<file path="src/rtl/sdm2_pkg.sv">
`timescale 1ns/1ps
package sdm2_pkg;

    // Input word and internal datapath sizing
    localparam int IN_W       = 16;
    localparam int SCALE_SH   = 2;   // input pre-shift so equilibrium states are integers
    localparam int GUARD_W    = 4;
    localparam int ACC_W      = IN_W + SCALE_SH + GUARD_W;
    localparam int LOOP_ORDER = 2;

    // Full-scale code and derived feedback / equilibrium levels
    localparam int FS_CODE = (1 << (IN_W - 1)) - 1;
    localparam int FB_INT  = FS_CODE * (1 << SCALE_SH);
    localparam int I1_INT  = -(FB_INT / 2);
    localparam int I2_INT  = -((3 * FB_INT) / 4);

    typedef logic signed [IN_W-1:0]  sample_t;
    typedef logic signed [ACC_W-1:0] acc_t;
    typedef logic signed [ACC_W+1:0] wide_t;

    typedef enum logic {
        MCLK_LOW  = 1'b0,
        MCLK_HIGH = 1'b1
    } mclk_phase_e;

    localparam acc_t ACC_MAX = {1'b0, {(ACC_W-1){1'b1}}};
    localparam acc_t ACC_MIN = {1'b1, {(ACC_W-1){1'b0}}};
    localparam acc_t FB_POS  = acc_t'(FB_INT);
    localparam acc_t FB_NEG  = acc_t'(-FB_INT);

    // Clamp the most negative code onto -full-scale and scale into the datapath
    function automatic acc_t scale_input(input sample_t s);
        sample_t lim;
        lim = (s < -sample_t'(FS_CODE)) ? -sample_t'(FS_CODE) : s;
        return acc_t'(lim) <<< SCALE_SH;
    endfunction

    // One integrator step: acc + addend - feedback, saturated to the datapath
    function automatic acc_t sat_step(input acc_t acc, input acc_t addend, input acc_t fb);
        wide_t sum;
        sum = wide_t'(acc) + wide_t'(addend) - wide_t'(fb);
        if (sum > wide_t'(ACC_MAX)) return ACC_MAX;
        if (sum < wide_t'(ACC_MIN)) return ACC_MIN;
        return acc_t'(sum);
    endfunction

    // Feedback level chosen by the previous decision
    function automatic acc_t fb_level(input logic decision);
        return decision ? FB_POS : FB_NEG;
    endfunction

    // Zero-input equilibrium for each integrator stage
    function automatic acc_t stage_reset(input int k);
        return (k == 0) ? acc_t'(I1_INT) : acc_t'(I2_INT);
    endfunction

endpackage

</file>
<file path="src/rtl/sdm2_clkgen.sv">
`timescale 1ns/1ps
module sdm2_clkgen
    import sdm2_pkg::*;
#(
    parameter int DIV = 20
) (
    input  logic clk,
    input  logic rst,
    output logic step,
    output logic mod_clk
);

    localparam int HALF  = DIV / 2;
    localparam int CNT_W = (DIV > 2) ? $clog2(DIV) : 1;

    logic [CNT_W-1:0] cnt_q;
    mclk_phase_e      phase_q;

    // The cycle whose closing edge raises the modulator clock
    assign step    = (cnt_q == CNT_W'(DIV - 1));
    assign mod_clk = (phase_q == MCLK_HIGH);

    always_ff @(posedge clk) begin
        if (rst) begin
            cnt_q   <= CNT_W'(HALF);
            phase_q <= MCLK_LOW;
        end else if (step) begin
            cnt_q   <= '0;
            phase_q <= MCLK_HIGH;
        end else begin
            cnt_q <= cnt_q + CNT_W'(1);
            if (cnt_q == CNT_W'(HALF - 1)) begin
                phase_q <= MCLK_LOW;
            end
        end
    end

endmodule

</file>
<file path="src/rtl/sdm2_integrator.sv">
`timescale 1ns/1ps
module sdm2_integrator
    import sdm2_pkg::*;
#(
    parameter acc_t RST_VAL = '0
) (
    input  logic clk,
    input  logic rst,
    input  logic step,
    input  acc_t addend,
    input  acc_t feedback,
    output acc_t next_val
);

    acc_t acc_q;

    assign next_val = sat_step(acc_q, addend, feedback);

    always_ff @(posedge clk) begin
        if (rst) begin
            acc_q <= RST_VAL;
        end else if (step) begin
            acc_q <= next_val;
        end
    end

endmodule

</file>
<file path="src/rtl/sdm2_quantizer.sv">
`timescale 1ns/1ps
module sdm2_quantizer
    import sdm2_pkg::*;
(
    input  logic clk,
    input  logic rst,
    input  logic step,
    input  acc_t level,
    output logic decision
);

    always_ff @(posedge clk) begin
        if (rst) begin
            decision <= 1'b0;
        end else if (step) begin
            decision <= (level >= 0);
        end
    end

endmodule

</file>
<file path="src/rtl/sdm2_stream_gen.sv">
`timescale 1ns/1ps
module sdm2_stream_gen
    import sdm2_pkg::*;
#(
    parameter int DIV = 20
) (
    input  logic                   clk,
    input  logic                   rst,
    input  logic signed [IN_W-1:0] sample_in,
    output logic                   mod_clk,
    output logic                   mod_bit
);

    logic step;
    acc_t x_scaled;
    acc_t fb;
    acc_t stage_in  [LOOP_ORDER];
    acc_t stage_nxt [LOOP_ORDER];

    sdm2_clkgen #(.DIV(DIV)) u_clkgen (
        .clk     (clk),
        .rst     (rst),
        .step    (step),
        .mod_clk (mod_clk)
    );

    assign x_scaled = scale_input(sample_in);
    assign fb       = fb_level(mod_bit);

    // Cascade: each stage after the first takes the previous stage's new value
    for (genvar k = 0; k < LOOP_ORDER; k++) begin : g_stage
        if (k == 0) begin : g_head
            assign stage_in[k] = x_scaled;
        end else begin : g_tail
            assign stage_in[k] = stage_nxt[k-1];
        end

        sdm2_integrator #(.RST_VAL(stage_reset(k))) u_integ (
            .clk      (clk),
            .rst      (rst),
            .step     (step),
            .addend   (stage_in[k]),
            .feedback (fb),
            .next_val (stage_nxt[k])
        );
    end

    sdm2_quantizer u_quant (
        .clk      (clk),
        .rst      (rst),
        .step     (step),
        .level    (stage_nxt[LOOP_ORDER-1]),
        .decision (mod_bit)
    );

endmodule

</file>
<file path="config.mk">
export PLATFORM = sky130hd
export DESIGN_NAME = sdm2_stream_gen
export DESIGN_NICKNAME = d
export VERILOG_FILES = /design/src/rtl/sdm2_pkg.sv /design/src/rtl/sdm2_clkgen.sv /design/src/rtl/sdm2_integrator.sv /design/src/rtl/sdm2_quantizer.sv /design/src/rtl/sdm2_stream_gen.sv
export SDC_FILE = /design/constraint.sdc
export NUM_CORES = 1
export LEC_CHECK = 0
export CAP_MARGIN = 20
export CORE_MARGIN = 2
export CORE_UTILIZATION = 60
export CTS_BUF_LIST = sky130_fd_sc_hd__clkbuf_8
export DETAILED_ROUTE_END_ITERATION = 6
export DONT_BUFFER_PORTS = 1
export PLACE_DENSITY_LB_ADDON = 0.1
export SLEW_MARGIN = 10
export SYNTH_ARGS = -nofsm -noshare
export SYNTH_HDL_FRONTEND = slang
export SYNTH_SLANG_ARGS = --single-unit
</file>
<file path="constraint.sdc">
create_clock -name clk -period 8.9 [get_ports clk]
set_clock_uncertainty 0.2 [all_clocks]
set_input_delay 0.445 -clock clk [delete_from_list [all_inputs] [get_ports clk]]
set_output_delay 0.445 -clock clk [all_outputs]
set_load 0.005 [all_outputs]
</file>
==> impl_metrics.ini, run 1 <==
[synthesis]
synth_cell_type_count = 67
synth_enable_flop_cells = 0
async_reset_ff_share_pct = 0
synth_top_area_share_pct = 18.3
synth_cells = 699
syn-num-nets = 806
seq_area_frac_synth_pct = 18.3
syn_area_mm2 = 0.00558
yosysWarnings = 0
synth_ff_type = dfxtp_1
ys_ff_latch = 51
yosys.area.top_type = dfxtp_1
avgSynthCellArea_um2 = 7.99
synth.most_common_cell = inv_1
synth_area_leaders = dfxtp_1 (18%), fa_1 (14%), ha_1 (11%)
synth_commonest_cells = inv_1 (80), a21oi_1 (70), nand2_1 (61)

[die]
ios = 20
die_w_um = 100
core_area_mm2 = 0.00915
num_rows = 35
die_h_um = 100
start_util_pct = 61.0
die_area_mm2 = 0.0101

[hold_path]
worstHoldPathCells = 1
hp-class = in -> reg
worstHoldEndpoint = u_clkgen.cnt_q[3]$_SDFF_PP1_
hp-start = rst

[placement]
globalplace.congestion = 0.880
dp_slack_ns = 0.773
io_buffers = 0
place_hpwl_um = 10400

[finish]
syn2layout_area_growth_pct = 3.32
layout-drive-gt1-share_pct = 6.67
antenna_cells = 0
seq_area_mm2 = 0.00102
multiInputGateArea_mm2 = 0.00414
final_util_pct = 63.0
nets = 796
nFillCells = 856

[timing]
rsz0062_at_grt = false
tns_ns = 0
fin_crit_ns = 7.80
slew_violations = 0
max_freq_mhz = 128
final-hold-violation-count = 0
final_min_period_over_clock_period_pct = 87.7
relSlewSlack_pct = 38.5
finalSetupViolCount = 0
fin_ws_ns = 1.10
worstMarginPinSlew_ns = 0.916

[worst_setup_path]
arrival_ns = 7.86
crit_type = in -> reg
cp_max_fo = 19
r2r_start = u_quant.decision$_SDFFE_PP0P_
rrSetupSlack_ns = 1.47
reg2regPathDepth = 25
endpoint_kind = flop
worstSetupStartpointType = input pin
crit_top_cell = a21oi_1
reg2reg_to = g_stage[1].u_integ.acc_q[11]$_SDFFE_PP0P_
max_stage_delay_ns = 0.74
slowest_stage = o21ai_1
critical_path_required_ns = 8.95

[grt]
grtUsageMet2_pct = 47.2
top_usage_layer = met2
grt_pass1_vias = 4592
grt_antenna_before_repair = 0
use_met1_pct = 36.1
overflow = 0
grt_pass1_wl_um = 21700
grtUsageMet3_pct = 2.22
grt_max_degree = 29
track_usage_pct = 26.9

[run]
maxCapViolCount = 0

[drt]
detail_route.first_pass.iterations = 4
routed_wl_um = 13000
drc_errors = 0
via_per_inst = 5.95
wl_per_cell_um = 16.2
postRouteAntennaNets = 0
num_vias = 4769
drt-initial-drc-count = 160

[cts]
clock_latency_ns = 0.32
root_buffer = clkbuf_8
path_clk_slew_ns = 0.10
clock-sinks = 51
cts_resized = 0
h-tree-depth = 2
cts_buffers = 5
post_cts_buffers = 0
cts_tree = done
cts_buffer_depth = 2

[pwr]
swShare_pct = 49.3
power_mw = 1.35
power_frac_clock_pct = 11.1
p_per_area_mw_per_mm2 = 234
pwr-share-comb_pct = 71.7
p_switching_mw = 0.666
power.leakage_nw = 2.60
ir_drop_mv = 0.181
p_int_mw = 0.684
pwr-share-seq_pct = 17.2

[run_status]
outcome = finished, final reports clean
## worst max-delay path, delay by kind of cell
kind / cells / cell delay (ns)
AO/OA/AOI/OAI: 14 / 3.50
adder cells (fa/ha/maj): 5 / 1.98
AND/OR/NAND/NOR: 8 / 1.47
buffers and inverters: 2 / 0.32
XOR/XNOR: 1 / 0.15
## kinds of logic (layout without fill, tap and decap cells)
group                      Yosys count  after routing  share of synthesized area (%)
and+or+nand+nor                    217            217                           18.6
AOI/OAI and AO/OA                  199            199                           24.3
buffers and inverters              104             95                           7.49
adders and majority gates           89             89                           25.1
DFF                                 51             51                           18.3
xor gates and xnor gates            38             38                           6.10
muxes                                1              1                          0.179
## metal layers
layer,routed length [µm],share of wire (%),vias to the layer above
li1,-,-,2378
met1,6050,47,2283
met2,6280,48,94
met3,495,3.8,14
met4,176,1.4,0
met5,0,0,-
## cells in the final DEF, fill, tap and decap left out, drive strengths merged, types with 8 or more instances in the layout
cell type,synthesis,final
ha,51,51
nand2,66,66
a21o,26,26
a31oi,8,8
dfxtp,51,51
xor2,11,11
o21ai,34,34
nor3,21,21
nand2b,25,25
fa,38,38
nor2,55,55
nand3,16,16
a21oi,74,74
xnor2,27,27
o21a,9,9
inv,80,81
## worst max-delay path by stage
stage | from | end | slack [ns] | cells after the start
global route | sample_in[13] | g_stage[1].u_integ.acc_q[5]$_SDFFE_PP0P_ | 0.45 | 29
global placement | sample_in[11] | g_stage[1].u_integ.acc_q[4]$_SDFFE_PP0P_ | 0.99 | 29
finish | sample_in[11] | g_stage[1].u_integ.acc_q[11]$_SDFFE_PP0P_ | 1.10 | 30
floorplan | sample_in[11] | g_stage[1].u_integ.acc_q[2]$_SDFFE_PP0P_ | 1.85 | 31
detailed placement | sample_in[11] | g_stage[1].u_integ.acc_q[11]$_SDFFE_PP0P_ | 0.77 | 29
CTS | sample_in[11] | g_stage[1].u_integ.acc_q[11]$_SDFFE_PP0P_ | 1.11 | 29
## registers in the layout (all words and copies together), names as in the netlist
name                   cells
u_clkgen.cnt_q             5
u_clkgen.mod_clk           1
g_stage.u_integ.acc_q     44
u_quant.decision           1
## timing repair
item,CTS,global route
endpoints found under the setup margin,0,0
endpoints found under the hold margin,28,0
hold buffers,1,0
## final cells by class
type                    count  area share, %
well taps                 111           2.41
inverters                  80           5.21
clock buffers               5           1.19
flip-flops and latches     51           17.7
multi-input cells         544           71.8
repair buffers              7           1.13
clock inverters             3          0.499
## stage by stage
stage / instances / area, µm² / hold slack [ns]
2_1_floorplan: 699 / 5580 / 0.233
3_3_place_gp: 792 / 5650 / 0.252
3_5_place_dp: 792 / 5650 / 0.260
4_1_cts: 801 / 5770 / 0.0145
5_1_grt: 801 / 5770 / 0.00855
6_report: 801 / 5770 / 0.0210
## power groups by stage
| stage | Sequential, mW | Clock [mW] | Combinational [mW] |
|---|---|---|---|
| CTS | 0.233 | 0.154 | 0.960 |
| floorplan | 0.237 | 0 | 0.779 |
| detailed placement | 0.238 | 0 | 0.947 |
| finish | 0.233 | 0.150 | 0.968 |
| global placement | 0.238 | 0 | 0.939 |
| global route | 0.233 | 0.163 | 1.07 |
(Power assumes the default switching activity.)
==> inputs of run 2 (changes only) <==
--- a/config.mk
+++ b/config.mk
@@ -16,3 +16,4 @@
 export SYNTH_ARGS = -nofsm -noshare
 export SYNTH_HDL_FRONTEND = slang
+export SYNTH_HIERARCHICAL = 1
 export SYNTH_SLANG_ARGS = --single-unit
==> constraint.sdc (replaced) <==
create_clock -name clk -period 8.9 [get_ports clk]
set_clock_uncertainty 0.2 [all_clocks]
set_input_delay 0 -clock clk [delete_from_list [all_inputs] [get_ports clk]]
set_output_delay 0 -clock clk [all_outputs]
set_load 0.005 [all_outputs]
==> run 2 against run 1 <==
Setup slack got worse by 0.19 ns. Fmax decreased by 2.3%. Die area increased by 15%. Critical path depth decreased by 1. Cell count increased by 19%. Clock-buffer cell count unchanged. Via count increased by 15%. Utilization increased by 0.93 points. Sequential share of layout area decreased by 2.3 points. Worst hold slack improved by 0.26 ns. Critical endpoint is now g_stage[1].u_integ/acc_q[5]$_SDFFE_PP0P_.
==> impl_metrics.ini, run 2 <==
[cts]
path_clk_slew_ns = 0.09
cts_tree = done
h-tree-depth = 2
post_cts_buffers = 0
clock_latency_ns = 0.32
cts_buffer_depth = 2
clock-sinks = 51
cts_buffers = 5
root_buffer = clkbuf_8

[worst_setup_path]
endpoint_kind = flop
crit_top_cell = inv_1
startpoint = sample_in[13]
r2r_start = u_quant/decision$_SDFFE_PP0P_
slowest_stage = nand2_1
max_stage_delay_ns = 0.58
worstSetupStartpointType = input pin
reg2regPathDepth = 25
cp_max_fo = 36
crit_type = in -> reg
critical_path_required_ns = 8.87
arrival_ns = 7.96
rrSetupSlack_ns = 1.12
critPathCapture = g_stage[1].u_integ/acc_q[5]$_SDFFE_PP0P_
reg2reg_to = g_stage[1].u_integ/acc_q[5]$_SDFFE_PP0P_

[pwr]
p_int_mw = 0.740
power_frac_clock_pct = 8.5
pwr-share-seq_pct = 14.8
pwr-share-comb_pct = 76.7
p_per_area_mw_per_mm2 = 238
power_mw = 1.58
p_switching_mw = 0.840
power.leakage_nw = 3.08
swShare_pct = 53.2
ir_drop_mv = 0.172

[placement]
dp_slack_ns = 0.630
io_buffers = 0
globalplace.congestion = 0.900
place_hpwl_um = 11700

[timing]
rsz0062_at_grt = false
tns_ns = 0
worstMarginPinSlew_ns = 0.837
fin_ws_ns = 0.911
fin_crit_ns = 7.99
relSlewSlack_pct = 44.2
finalSetupViolCount = 0
slew_violations = 0
max_freq_mhz = 125
final_min_period_over_clock_period_pct = 89.8
final-hold-violation-count = 0

[die]
core_area_mm2 = 0.0104
ios = 20
die_w_um = 108
num_rows = 37
start_util_pct = 62.1
die_h_um = 108
die_area_mm2 = 0.0116

[grt]
grt_antenna_before_repair = 0
grt_pass1_wl_um = 24900
overflow = 0
grt_pass1_vias = 5480
track_usage_pct = 26.7
grt_max_degree = 38

[synthesis]
yosysWarnings = 6
syn_area_mm2 = 0.00644
avgSynthCellArea_um2 = 7.82
synth_cells = 823

[drt]
num_vias = 5481
via_per_inst = 5.76
drt-initial-drc-count = 261
drc_errors = 0
postRouteAntennaNets = 0
detail_route.first_pass.iterations = 5
routed_wl_um = 14600
wl_per_cell_um = 15.3

[finish]
nets = 928
nFillCells = 933
largest_register_ffs = 44
layout-drive-gt1-share_pct = 7.48
seq_area_mm2 = 0.00102
mostFrequentLayoutCells = inv_1 (191), a21oi_1 (70), nor2_1 (55), ha_1 (51), dfxtp_1 (50)
reg_top3 = g_stage.u_integ/acc_q: 44 flops, u_clkgen/cnt_q: 5 flops
syn2layout_area_growth_pct = 2.99
multiInputGateArea_mm2 = 0.00458
regMostFlops = g_stage.u_integ/acc_q
mostFrequentLayoutCell = inv_1
antenna_cells = 0

[hold_path]
hp-class = reg -> reg
hp-start = g_stage[1].u_integ/acc_q[2]$_SDFFE_PP0P_

[run]
maxCapViolCount = 0

[run_status]
outcome = finished, final reports clean
run 2: area by class of cell:
type                            count  share of cell area, %
Clock inverter                      3                  0.226
Multi-Input combinational cell    559                   69.1
Clock buffer                        5                   1.04
Tap cell                          136                   2.57
Sequential cell                    51                   15.4
Inverter                          191                   10.8
Timing Repair Buffer                7                  0.830
run 2: worst min path at each step:
stage                                          endpoint  slack (ns)  cells past startpoint
2_1_floorplan              u_clkgen/cnt_q[4]$_SDFF_PP0_       -0.13                      1
5_1_grt        g_stage[0].u_integ/acc_q[6]$_SDFFE_PP0P_        0.32                      2
4_1_cts        g_stage[1].u_integ/acc_q[2]$_SDFFE_PP0P_        0.28                      2
6_report       g_stage[1].u_integ/acc_q[2]$_SDFFE_PP0P_        0.28                      2
3_3_place_gp               u_clkgen/cnt_q[4]$_SDFF_PP0_       -0.13                      1
3_5_place_dp               u_clkgen/cnt_q[0]$_SDFF_PP0_       -0.12                      1
run 2: critical path, delay by kind of cell:
kind | cells | cell delay (ns)
AOI/OAI and AO/OA | 15 | 3.63
adders and majority gates | 5 | 2.15
and+or+nand+nor | 4 | 1.61
buffers and inverters | 5 | 0.55
run 2: timing repair:
item / 4_1_cts / 5_1_grt
hold buffers: 1 / 0
gates resized for setup: 0 / 0
endpoints found under the hold margin: 51 / 0
run 2: power by group through the flow:
stage	Sequential, mW	Clock (mW)	Combinational (mW)
after floorplan	0.238	0	0.973
after global placement	0.238	0	1.17
after detailed placement	0.238	0	1.19
after CTS	0.233	0.140	1.20
after global routing	0.234	0.147	1.34
final	0.233	0.135	1.21
run 2: per-layer routing:
metal  GRT usage [%]  wire, µm
met1            35.1      6720
met2            46.2      7050
met3            2.54       528
met4            8.24       269
met5               0         0
run 2: metrics by stage:
step	util (%)	instances	hold slack [ns]	instance area [µm²]
after global routing	63.9	952	0.324	6630
after CTS	63.9	952	0.280	6630
after global placement	63.0	943	-0.127	6540
after detailed placement	63.0	943	-0.125	6540
final	63.9	952	0.282	6630
after floorplan	-	829	-0.131	6460
